### src/rtl/spi_gain_pkg.sv
package spi_gain_pkg;
  localparam int NCH = 2;
  typedef enum logic {CMD_WRITE = 1'b0, CMD_READ = 1'b1} spi_cmd_e;
endpackage

### src/rtl/spi_sync.sv
module spi_sync #(
  parameter int          N       = 3,
  parameter int          STAGES  = 2,
  parameter logic [N-1:0] RST_VAL = '0
) (
  input  logic         clk_i,
  input  logic         rst_ni,
  input  logic [N-1:0] d_i,
  output logic [N-1:0] q_o
);
  for (genvar b = 0; b < N; b++) begin : g_bit
    logic [STAGES-1:0] chain_q, chain_d;
    always_comb chain_d = {chain_q[STAGES-2:0], d_i[b]};
    always_ff @(posedge clk_i or negedge rst_ni) begin
      if (!rst_ni) chain_q <= {STAGES{RST_VAL[b]}};
      else         chain_q <= chain_d;
    end
    assign q_o[b] = chain_q[STAGES-1];
  end
endmodule

### src/rtl/spi_frame_rx.sv
module spi_frame_rx
  import spi_gain_pkg::*;
#(
  parameter int FRAME_W = 16,
  parameter int DATA_W  = 8,
  parameter int CNT_W   = 5
) (
  input  logic              clk_i,
  input  logic              rst_ni,
  input  logic              csn_i,
  input  logic              sck_rise_i,
  input  logic              cs_fall_i,
  input  logic              cs_rise_i,
  input  logic              sdi_i,
  output logic              wr_stb_o,
  output logic              wr_addr_o,
  output logic [DATA_W-2:0] wr_data_o,
  output logic              hdr_done_o,
  output logic              hdr_read_o,
  output logic              hdr_addr_o,
  output logic [CNT_W-1:0]  bit_cnt_o
);
  localparam logic [CNT_W-1:0] CNT_MAX  = CNT_W'(FRAME_W + 1);
  localparam logic [CNT_W-1:0] CNT_FULL = CNT_W'(FRAME_W);
  localparam logic [CNT_W-1:0] CNT_LAST = CNT_W'(FRAME_W - 1);
  localparam logic [CNT_W-1:0] CNT_HDR  = CNT_W'(DATA_W - 1);

  logic [CNT_W-1:0]  cnt_q, cnt_d;
  logic [DATA_W-2:0] shf_q, shf_d;
  spi_cmd_e          cmd_q, cmd_d;
  logic              addr_q, addr_d;
  logic              take;

  assign take = !csn_i && sck_rise_i;

  always_comb begin
    cnt_d  = cnt_q;
    shf_d  = shf_q;
    cmd_d  = cmd_q;
    addr_d = addr_q;
    if (cs_fall_i) begin
      // every new select starts from an empty frame
      cnt_d  = '0;
      shf_d  = '0;
      cmd_d  = CMD_WRITE;
      addr_d = 1'b0;
    end else if (take) begin
      if (cnt_q != CNT_MAX)  cnt_d = cnt_q + 1'b1;    // saturates past a full frame
      if (cnt_q < CNT_LAST)  shf_d = {shf_q[DATA_W-3:0], sdi_i};
      if (cnt_q == '0)       cmd_d = spi_cmd_e'(sdi_i);
      if (cnt_q == CNT_HDR)  addr_d = sdi_i;
    end
  end

  always_ff @(posedge clk_i or negedge rst_ni) begin
    if (!rst_ni) begin
      cnt_q  <= '0;
      shf_q  <= '0;
      cmd_q  <= CMD_WRITE;
      addr_q <= 1'b0;
    end else begin
      cnt_q  <= cnt_d;
      shf_q  <= shf_d;
      cmd_q  <= cmd_d;
      addr_q <= addr_d;
    end
  end

  // commit only at select release after exactly FRAME_W clocks
  assign wr_stb_o   = cs_rise_i && (cnt_q == CNT_FULL) && (cmd_q == CMD_WRITE);
  assign wr_addr_o  = addr_q;
  assign wr_data_o  = shf_q;
  assign hdr_done_o = take && (cnt_q == CNT_HDR);
  assign hdr_read_o = (cmd_q == CMD_READ);
  assign hdr_addr_o = sdi_i;
  assign bit_cnt_o  = cnt_q;
endmodule

### src/rtl/spi_ctl_bank.sv
module spi_ctl_bank #(
  parameter int NCH = 2,
  parameter int CW  = 7,
  parameter int AW  = 1
) (
  input  logic                    clk_i,
  input  logic                    rst_ni,
  input  logic                    wr_stb_i,
  input  logic [AW-1:0]           wr_addr_i,
  input  logic [CW-1:0]           wr_data_i,
  output logic [NCH-1:0][CW-1:0]  ctl_o
);
  // on-bit set, gain code zero
  localparam logic [CW-1:0] RST_CTL = {1'b1, {(CW-1){1'b0}}};

  for (genvar ch = 0; ch < NCH; ch++) begin : g_ch
    logic [CW-1:0] ctl_q, ctl_d;
    logic          sel;
    assign sel = wr_stb_i && (wr_addr_i == AW'(ch));
    always_comb ctl_d = sel ? wr_data_i : ctl_q;   // hold otherwise
    always_ff @(posedge clk_i or negedge rst_ni) begin
      if (!rst_ni) ctl_q <= RST_CTL;
      else         ctl_q <= ctl_d;
    end
    assign ctl_o[ch] = ctl_q;
  end
endmodule

### src/rtl/spi_sdo_tx.sv
module spi_sdo_tx #(
  parameter int NCH     = 2,
  parameter int DATA_W  = 8,
  parameter int FRAME_W = 16,
  parameter int CNT_W   = 5,
  parameter int AW      = 1
) (
  input  logic                       clk_i,
  input  logic                       rst_ni,
  input  logic                       csn_i,
  input  logic                       cs_fall_i,
  input  logic                       sck_fall_i,
  input  logic                       hdr_done_i,
  input  logic                       hdr_read_i,
  input  logic [AW-1:0]              hdr_addr_i,
  input  logic [CNT_W-1:0]           bit_cnt_i,
  input  logic [NCH-1:0][DATA_W-2:0] ctl_i,
  output logic                       sdo_o
);
  logic [DATA_W-1:0] tx_q, tx_d;
  logic              sdo_q, sdo_d;
  logic              shift_en;

  assign shift_en = !csn_i && sck_fall_i &&
                    (bit_cnt_i >= CNT_W'(DATA_W)) && (bit_cnt_i <= CNT_W'(FRAME_W - 1));

  always_comb begin
    tx_d  = tx_q;
    sdo_d = sdo_q;
    if (cs_fall_i) begin
      tx_d  = '0;
      sdo_d = 1'b0;
    end else if (hdr_done_i) begin
      // readback byte {on, gain, 0}
      tx_d = hdr_read_i ? {ctl_i[hdr_addr_i], 1'b0} : '0;
    end else if (shift_en) begin
      sdo_d = tx_q[DATA_W-1];
      tx_d  = {tx_q[DATA_W-2:0], 1'b0};
    end
  end

  always_ff @(posedge clk_i or negedge rst_ni) begin
    if (!rst_ni) begin
      tx_q  <= '0;
      sdo_q <= 1'b0;
    end else begin
      tx_q  <= tx_d;
      sdo_q <= sdo_d;
    end
  end

  assign sdo_o = sdo_q;
endmodule

### src/rtl/spi_gain_regs.sv
module spi_gain_regs
  import spi_gain_pkg::*;
#(
  parameter int GAIN_W      = 6,
  parameter int SYNC_STAGES = 2
) (
  input  logic              clk_i,
  input  logic              rst_ni,
  input  logic              spi_sck_i,
  input  logic              spi_csn_i,
  input  logic              spi_sdi_i,
  input  logic [1:0]        pin_en_i,
  output logic              spi_sdo_o,
  output logic              spi_sdo_oe_o,
  output logic [GAIN_W-1:0] gain_a_o,
  output logic [GAIN_W-1:0] gain_b_o,
  output logic              act_a_o,
  output logic              act_b_o
);
  localparam int DATA_W  = GAIN_W + 2;
  localparam int CW      = DATA_W - 1;
  localparam int FRAME_W = 2 * DATA_W;
  localparam int CNT_W   = $clog2(FRAME_W + 2);
  localparam int AW      = 1;

  // asynchronous assert, synchronous release
  logic [1:0] rst_sync_q;
  logic       rst_n;
  always_ff @(posedge clk_i or negedge rst_ni) begin
    if (!rst_ni) rst_sync_q <= 2'b00;
    else         rst_sync_q <= {rst_sync_q[0], 1'b1};
  end
  assign rst_n = rst_sync_q[1];

  // synchronisers: bit 0 sck, bit 1 csn, bit 2 sdi
  logic [2:0] pins_s;
  spi_sync #(.N(3), .STAGES(SYNC_STAGES), .RST_VAL(3'b010)) u_sync (
    .clk_i (clk_i), .rst_ni(rst_n),
    .d_i   ({spi_sdi_i, spi_csn_i, spi_sck_i}),
    .q_o   (pins_s)
  );

  logic sck_s, csn_s, sdi_s;
  assign sck_s = pins_s[0];
  assign csn_s = pins_s[1];
  assign sdi_s = pins_s[2];

  logic sck_prev_q, csn_prev_q;
  always_ff @(posedge clk_i or negedge rst_n) begin
    if (!rst_n) begin
      sck_prev_q <= 1'b0;
      csn_prev_q <= 1'b1;
    end else begin
      sck_prev_q <= sck_s;
      csn_prev_q <= csn_s;
    end
  end

  logic sck_rise, sck_fall, cs_fall, cs_rise;
  assign sck_rise = sck_s & ~sck_prev_q;
  assign sck_fall = ~sck_s & sck_prev_q;
  assign cs_fall  = ~csn_s & csn_prev_q;
  assign cs_rise  = csn_s & ~csn_prev_q;

  logic             wr_stb, wr_addr, hdr_done, hdr_read, hdr_addr;
  logic [CW-1:0]    wr_data;
  logic [CNT_W-1:0] bit_cnt;

  spi_frame_rx #(.FRAME_W(FRAME_W), .DATA_W(DATA_W), .CNT_W(CNT_W)) u_rx (
    .clk_i     (clk_i),   .rst_ni    (rst_n),
    .csn_i     (csn_s),   .sck_rise_i(sck_rise),
    .cs_fall_i (cs_fall), .cs_rise_i (cs_rise),
    .sdi_i     (sdi_s),
    .wr_stb_o  (wr_stb),  .wr_addr_o (wr_addr), .wr_data_o(wr_data),
    .hdr_done_o(hdr_done), .hdr_read_o(hdr_read), .hdr_addr_o(hdr_addr),
    .bit_cnt_o (bit_cnt)
  );

  logic [NCH-1:0][CW-1:0] ctl;

  spi_ctl_bank #(.NCH(NCH), .CW(CW), .AW(AW)) u_bank (
    .clk_i    (clk_i),  .rst_ni   (rst_n),
    .wr_stb_i (wr_stb), .wr_addr_i(wr_addr), .wr_data_i(wr_data),
    .ctl_o    (ctl)
  );

  spi_sdo_tx #(.NCH(NCH), .DATA_W(DATA_W), .FRAME_W(FRAME_W), .CNT_W(CNT_W), .AW(AW)) u_tx (
    .clk_i     (clk_i),    .rst_ni    (rst_n),
    .csn_i     (csn_s),    .cs_fall_i (cs_fall), .sck_fall_i(sck_fall),
    .hdr_done_i(hdr_done), .hdr_read_i(hdr_read), .hdr_addr_i(hdr_addr),
    .bit_cnt_i (bit_cnt),  .ctl_i     (ctl),
    .sdo_o     (spi_sdo_o)
  );

  assign spi_sdo_oe_o = ~csn_s;
  assign gain_a_o     = ctl[0][GAIN_W-1:0];
  assign gain_b_o     = ctl[1][GAIN_W-1:0];
  assign act_a_o      = ctl[0][CW-1] & pin_en_i[0];
  assign act_b_o      = ctl[1][CW-1] & pin_en_i[1];
endmodule

### config.mk
export PLATFORM = sky130hd
export DESIGN_NAME = spi_gain_regs
export DESIGN_NICKNAME = d
export VERILOG_FILES = /design/src/rtl/spi_gain_pkg.sv /design/src/rtl/spi_sync.sv /design/src/rtl/spi_frame_rx.sv /design/src/rtl/spi_ctl_bank.sv /design/src/rtl/spi_sdo_tx.sv /design/src/rtl/spi_gain_regs.sv
export SDC_FILE = /design/constraint.sdc
export NUM_CORES = 1
export LEC_CHECK = 0
export BUFFER_PORTS_ARGS = -buffer_cell sky130_fd_sc_hd__buf_2
export CAP_MARGIN = 30
export CORE_MARGIN = 1
export CORE_UTILIZATION = 25
export CTS_BUF_LIST = sky130_fd_sc_hd__clkbuf_16
export DETAILED_ROUTE_END_ITERATION = 7
export PLACE_DENSITY = 0.41
export SYNTH_ARGS = -nofsm -noshare
export SYNTH_HDL_FRONTEND = slang
export SYNTH_SLANG_ARGS = --single-unit
### constraint.sdc
create_clock -name clk_i -period 2.4 [get_ports clk_i]
set_clock_uncertainty 0.15 [all_clocks]
set_input_delay 0.24 -clock clk_i [delete_from_list [all_inputs] [get_ports clk_i]]
set_output_delay 0.24 -clock clk_i [all_outputs]
set_load 0.02 [all_outputs]
==> results.md <==
- Cell variety after synth: 38
- H-Tree Depth: 2
- RSZ-0062 raised after global routing: false
- Post_cts resized: 0
- Worst Hold Class: reg -> async
- Num CTS Buffers: 5
- Die area: 8830 sq um
- WL/cell: 13.7 um
- Die width: 94.0 um
- CTS tree: done
- DRT antenna net count: 0
- Die Ht: 94.0 um
- Setup WS post-layout: 0.255 ns
- Critical Path Start Type: flip-flop
- Psw: 361 uW
- FMAX: 466 MHz
- Worst-Skew Late Latency: 0.28 ns
- Clk buf depth: 2
- Share of post-route cells with drive strength above 1: 33.1%
- CP most frequent cell: ha_1
- Largest stage delay on the critical path: 0.43 ns
- Global-route wire length before repair: 6820 um
- # clock sinks: 46
- Power Density: 652 nW/um^2
- Fin. Hold Viols: 0
- Clock Power Share: 40.3%
- Max Slew Vio Count: 0
- Buffers on Ports: 22
- Leakage Power: 1.22 nW
- # fillers: 824
- Vias post-DR: 1250
- Max-slew headroom: 59.3%
- Post-synthesis cell count: 161
- Vias per cell: 4.37
- #FFs+latches synth: 46
- Initial antenna violation count: 0
- Synth area leaders: dfrtp_1 49%, mux2i_1 11%, mux2_2 7.5%
- Synth area leader: dfrtp_1
- Synthesized area per cell: 13.1 sq um
- Share of Yosys cell area claimed by the top area cell type: 48.5%
- Final Critical Period: 2.15 ns
- Ports: 23
- CP endpoint kind: flip-flop
- Largest net degree at the start of global routing: 28
- Critical path fanouts, max: 9
- Number of global-route vias before repair: 1303
- DRT iter0 DRCs: 33
- WP buf/inv: 0
- Status: complete, no violations
- Gr usage total: 10.3%
- Period utilization: 89.4%
- Critical Path RT: 2.40 ns
- Gp weighted congestion: 0.749
- Int Power: 1.23 mW
- Post-synthesis sequential area ratio: 54.7%
- Pwr Total: 1.59 mW
- Post-route DRC: 0
- Hpwl dp: 2780 um
- Antenna diode count: 0
- Peak supply drop: 0.318 mV
- Clock transition at path regs: 0.06 ns
- Crit path DAT: 2.14 ns
- Sequential group share of total power: 52.8%
- Core area: 8220 sq um
- Synthesized Nets: 172
- Starting Density: 25.7%
- Placement Rows: 33
- Total wire length: 3920 um
- Yosys Warn Count: 0
- Worst slew pin tran: 0.610 ns
- Setup TNS: 0 ns
- Layout area overhead: 15.2%
- WS Path Type: reg -> reg
- Nets: 191
- Setup repair bufs after CTS: 0
- Pre-Repair DR Iteration Count: 4
- Logic pwr share: 6.9%
- Clock Tree Root: clkbuf_16
- Slowest stage cell, crit path: dfrtp_1
- CP cell instances: ha_1, and3_1, ha_1, mux2_4, o211ai_4, mux2i_1, o22ai_1
- Grt ovf: 0
- Sw Ratio: 22.7%
- Count of final setup violators: 0
- Worst slack at placement: 0.256 ns
- Mapped cell area: 2110 sq um
- Family with the most delay on the worst path: multiplexers
- Max-cap violation count: 0
power groups by stage:
stage	logic (mW)	clock network [mW]	registers, mW
2_1_floorplan	0.0830	0	0.847
3_3_place_gp	0.105	0	0.853
3_5_place_dp	0.107	0	0.854
4_1_cts	0.112	0.664	0.840
5_1_grt	0.123	0.704	0.844
6_report	0.109	0.640	0.839
area by class of cell:
class / count / area, sq um / area share [%]
clock buffers: 5 / 125 / 5.14
clock inverters: 3 / 11.3 / 0.462
inverters: 6 / 22.5 / 0.924
multi-input cells: 93 / 822 / 33.7
flip-flops and latches: 46 / 1160 / 47.6
well taps: 105 / 131 / 5.39
repair buffers: 28 / 165 / 6.78
sequential cells by signal, summed over array words and instances, names as in the netlist:
name and cells:
u_bank.g_ch.ctl_q 14, u_rx.wr_data_o 7, u_tx.tx_q 7, u_sync.g_bit.chain_q 6, u_rx.bit_cnt_o 5, rst_sync_q 2, csn_prev_q 1, sck_prev_q 1
u_rx.hdr_read_o 1, u_rx.wr_addr_o 1, u_tx.sdo_o 1
layer usage:
layer  GRT usage (%)  vias up  share of wire [%]
met5               0        -                  0
met4            4.23        0                2.0
met3            2.02        5                2.1
met2            17.2       16                 51
met1            12.9      638                 45
li1                -      591                  -
synthesized netlist by cell type (all sizes together):
master,instances
a21oi,3
a221oi,1
a31oi,1
and2,2
and3,1
and4,1
and4bb,1
buf,14
clkbuf,1
clkdlybuf4s15,1
conb,1
dfrtp,41
dfstp,5
ha,4
inv,6
mux2,15
mux2i,23
nand2,2
nand3,3
nand3b,2
nand4,1
nor2,13
nor2b,1
nor3b,1
nor4b,1
o211ai,1
o21ai,3
o22ai,7
or2,1
or3,1
or3b,2
xnor2,1
through the flow:
stage	utilization [%]	cells	hold slack, ns	cell area [sq um]
after global placement	27.5	274	-0.125	2260
final	29.6	286	0.0370	2440
after floorplan	-	161	-0.206	2110
after detailed placement	27.5	274	-0.121	2260
after CTS	29.6	286	0.0544	2440
after global routing	29.6	286	0.0789	2440
cell families (layout without fill, tap and decap cells):
group                      after synthesis  after routing  synth area share [%]
adders and majority gates                4              4                  2.37
xor gates and xnor gates                 1              1                 0.414
AOI/OAI and AO/OA                       16             16                  6.09
muxes                                   38             38                  19.1
DFF                                     46             46                  54.7
buffers and inverters                   22             42                  6.39
other                                    1              1                 0.177
and+or+nand+nor                         33             33                  10.8
timing repair:
item / 4_1_cts / 5_1_grt
hold endpoints to repair: 5 / 0
hold buffers: 4 / 0
endpoints found under the setup margin: 0 / 0
cells in the final DEF, fill, tap and decap left out, types with 4 or more instances in the layout:
cell type	synthesis	final
clkbuf_16	0	5
nor2_1	12	12
mux2i_1	23	23
mux2_2	14	14
ha_1	4	4
buf_2	1	22
dfstp_2	5	5
o22ai_1	7	7
dlygate4sd3_1	0	4
dfrtp_1	41	40
inv_1	6	9
path summary, 6_finish.rpt:
check / end / slack [ns] / depth (start not counted) / from
hold / removal: u_bank.g_ch[1].ctl_q[0]$_DFFE_PN0P_ / 0.04 / 0 / rst_sync_q[1]$_DFF_PN0_
setup / recovery: u_tx.tx_q[6]$_DFFE_PN0P_ / 0.25 / 7 / u_rx.bit_cnt_o[0]$_DFFE_PN0P_
max in group asynchronous: u_bank.g_ch[1].ctl_q[6]$_DFFE_PN1P_ / 1.34 / 1 / rst_sync_q[1]$_DFF_PN0_
setup reg to reg: u_tx.tx_q[6]$_DFFE_PN0P_ / 0.25 / 7 / u_rx.bit_cnt_o[0]$_DFFE_PN0P_
hold reg to reg: u_bank.g_ch[1].ctl_q[0]$_DFFE_PN0P_ / 0.04 / 0 / rst_sync_q[1]$_DFF_PN0_
min in group clk_i: u_sync.g_bit[0].chain_q[1]$_DFF_PN0_ / 0.20 / 0 / u_sync.g_bit[0].chain_q[0]$_DFF_PN0_
Power figures use the tool's default switching activity.
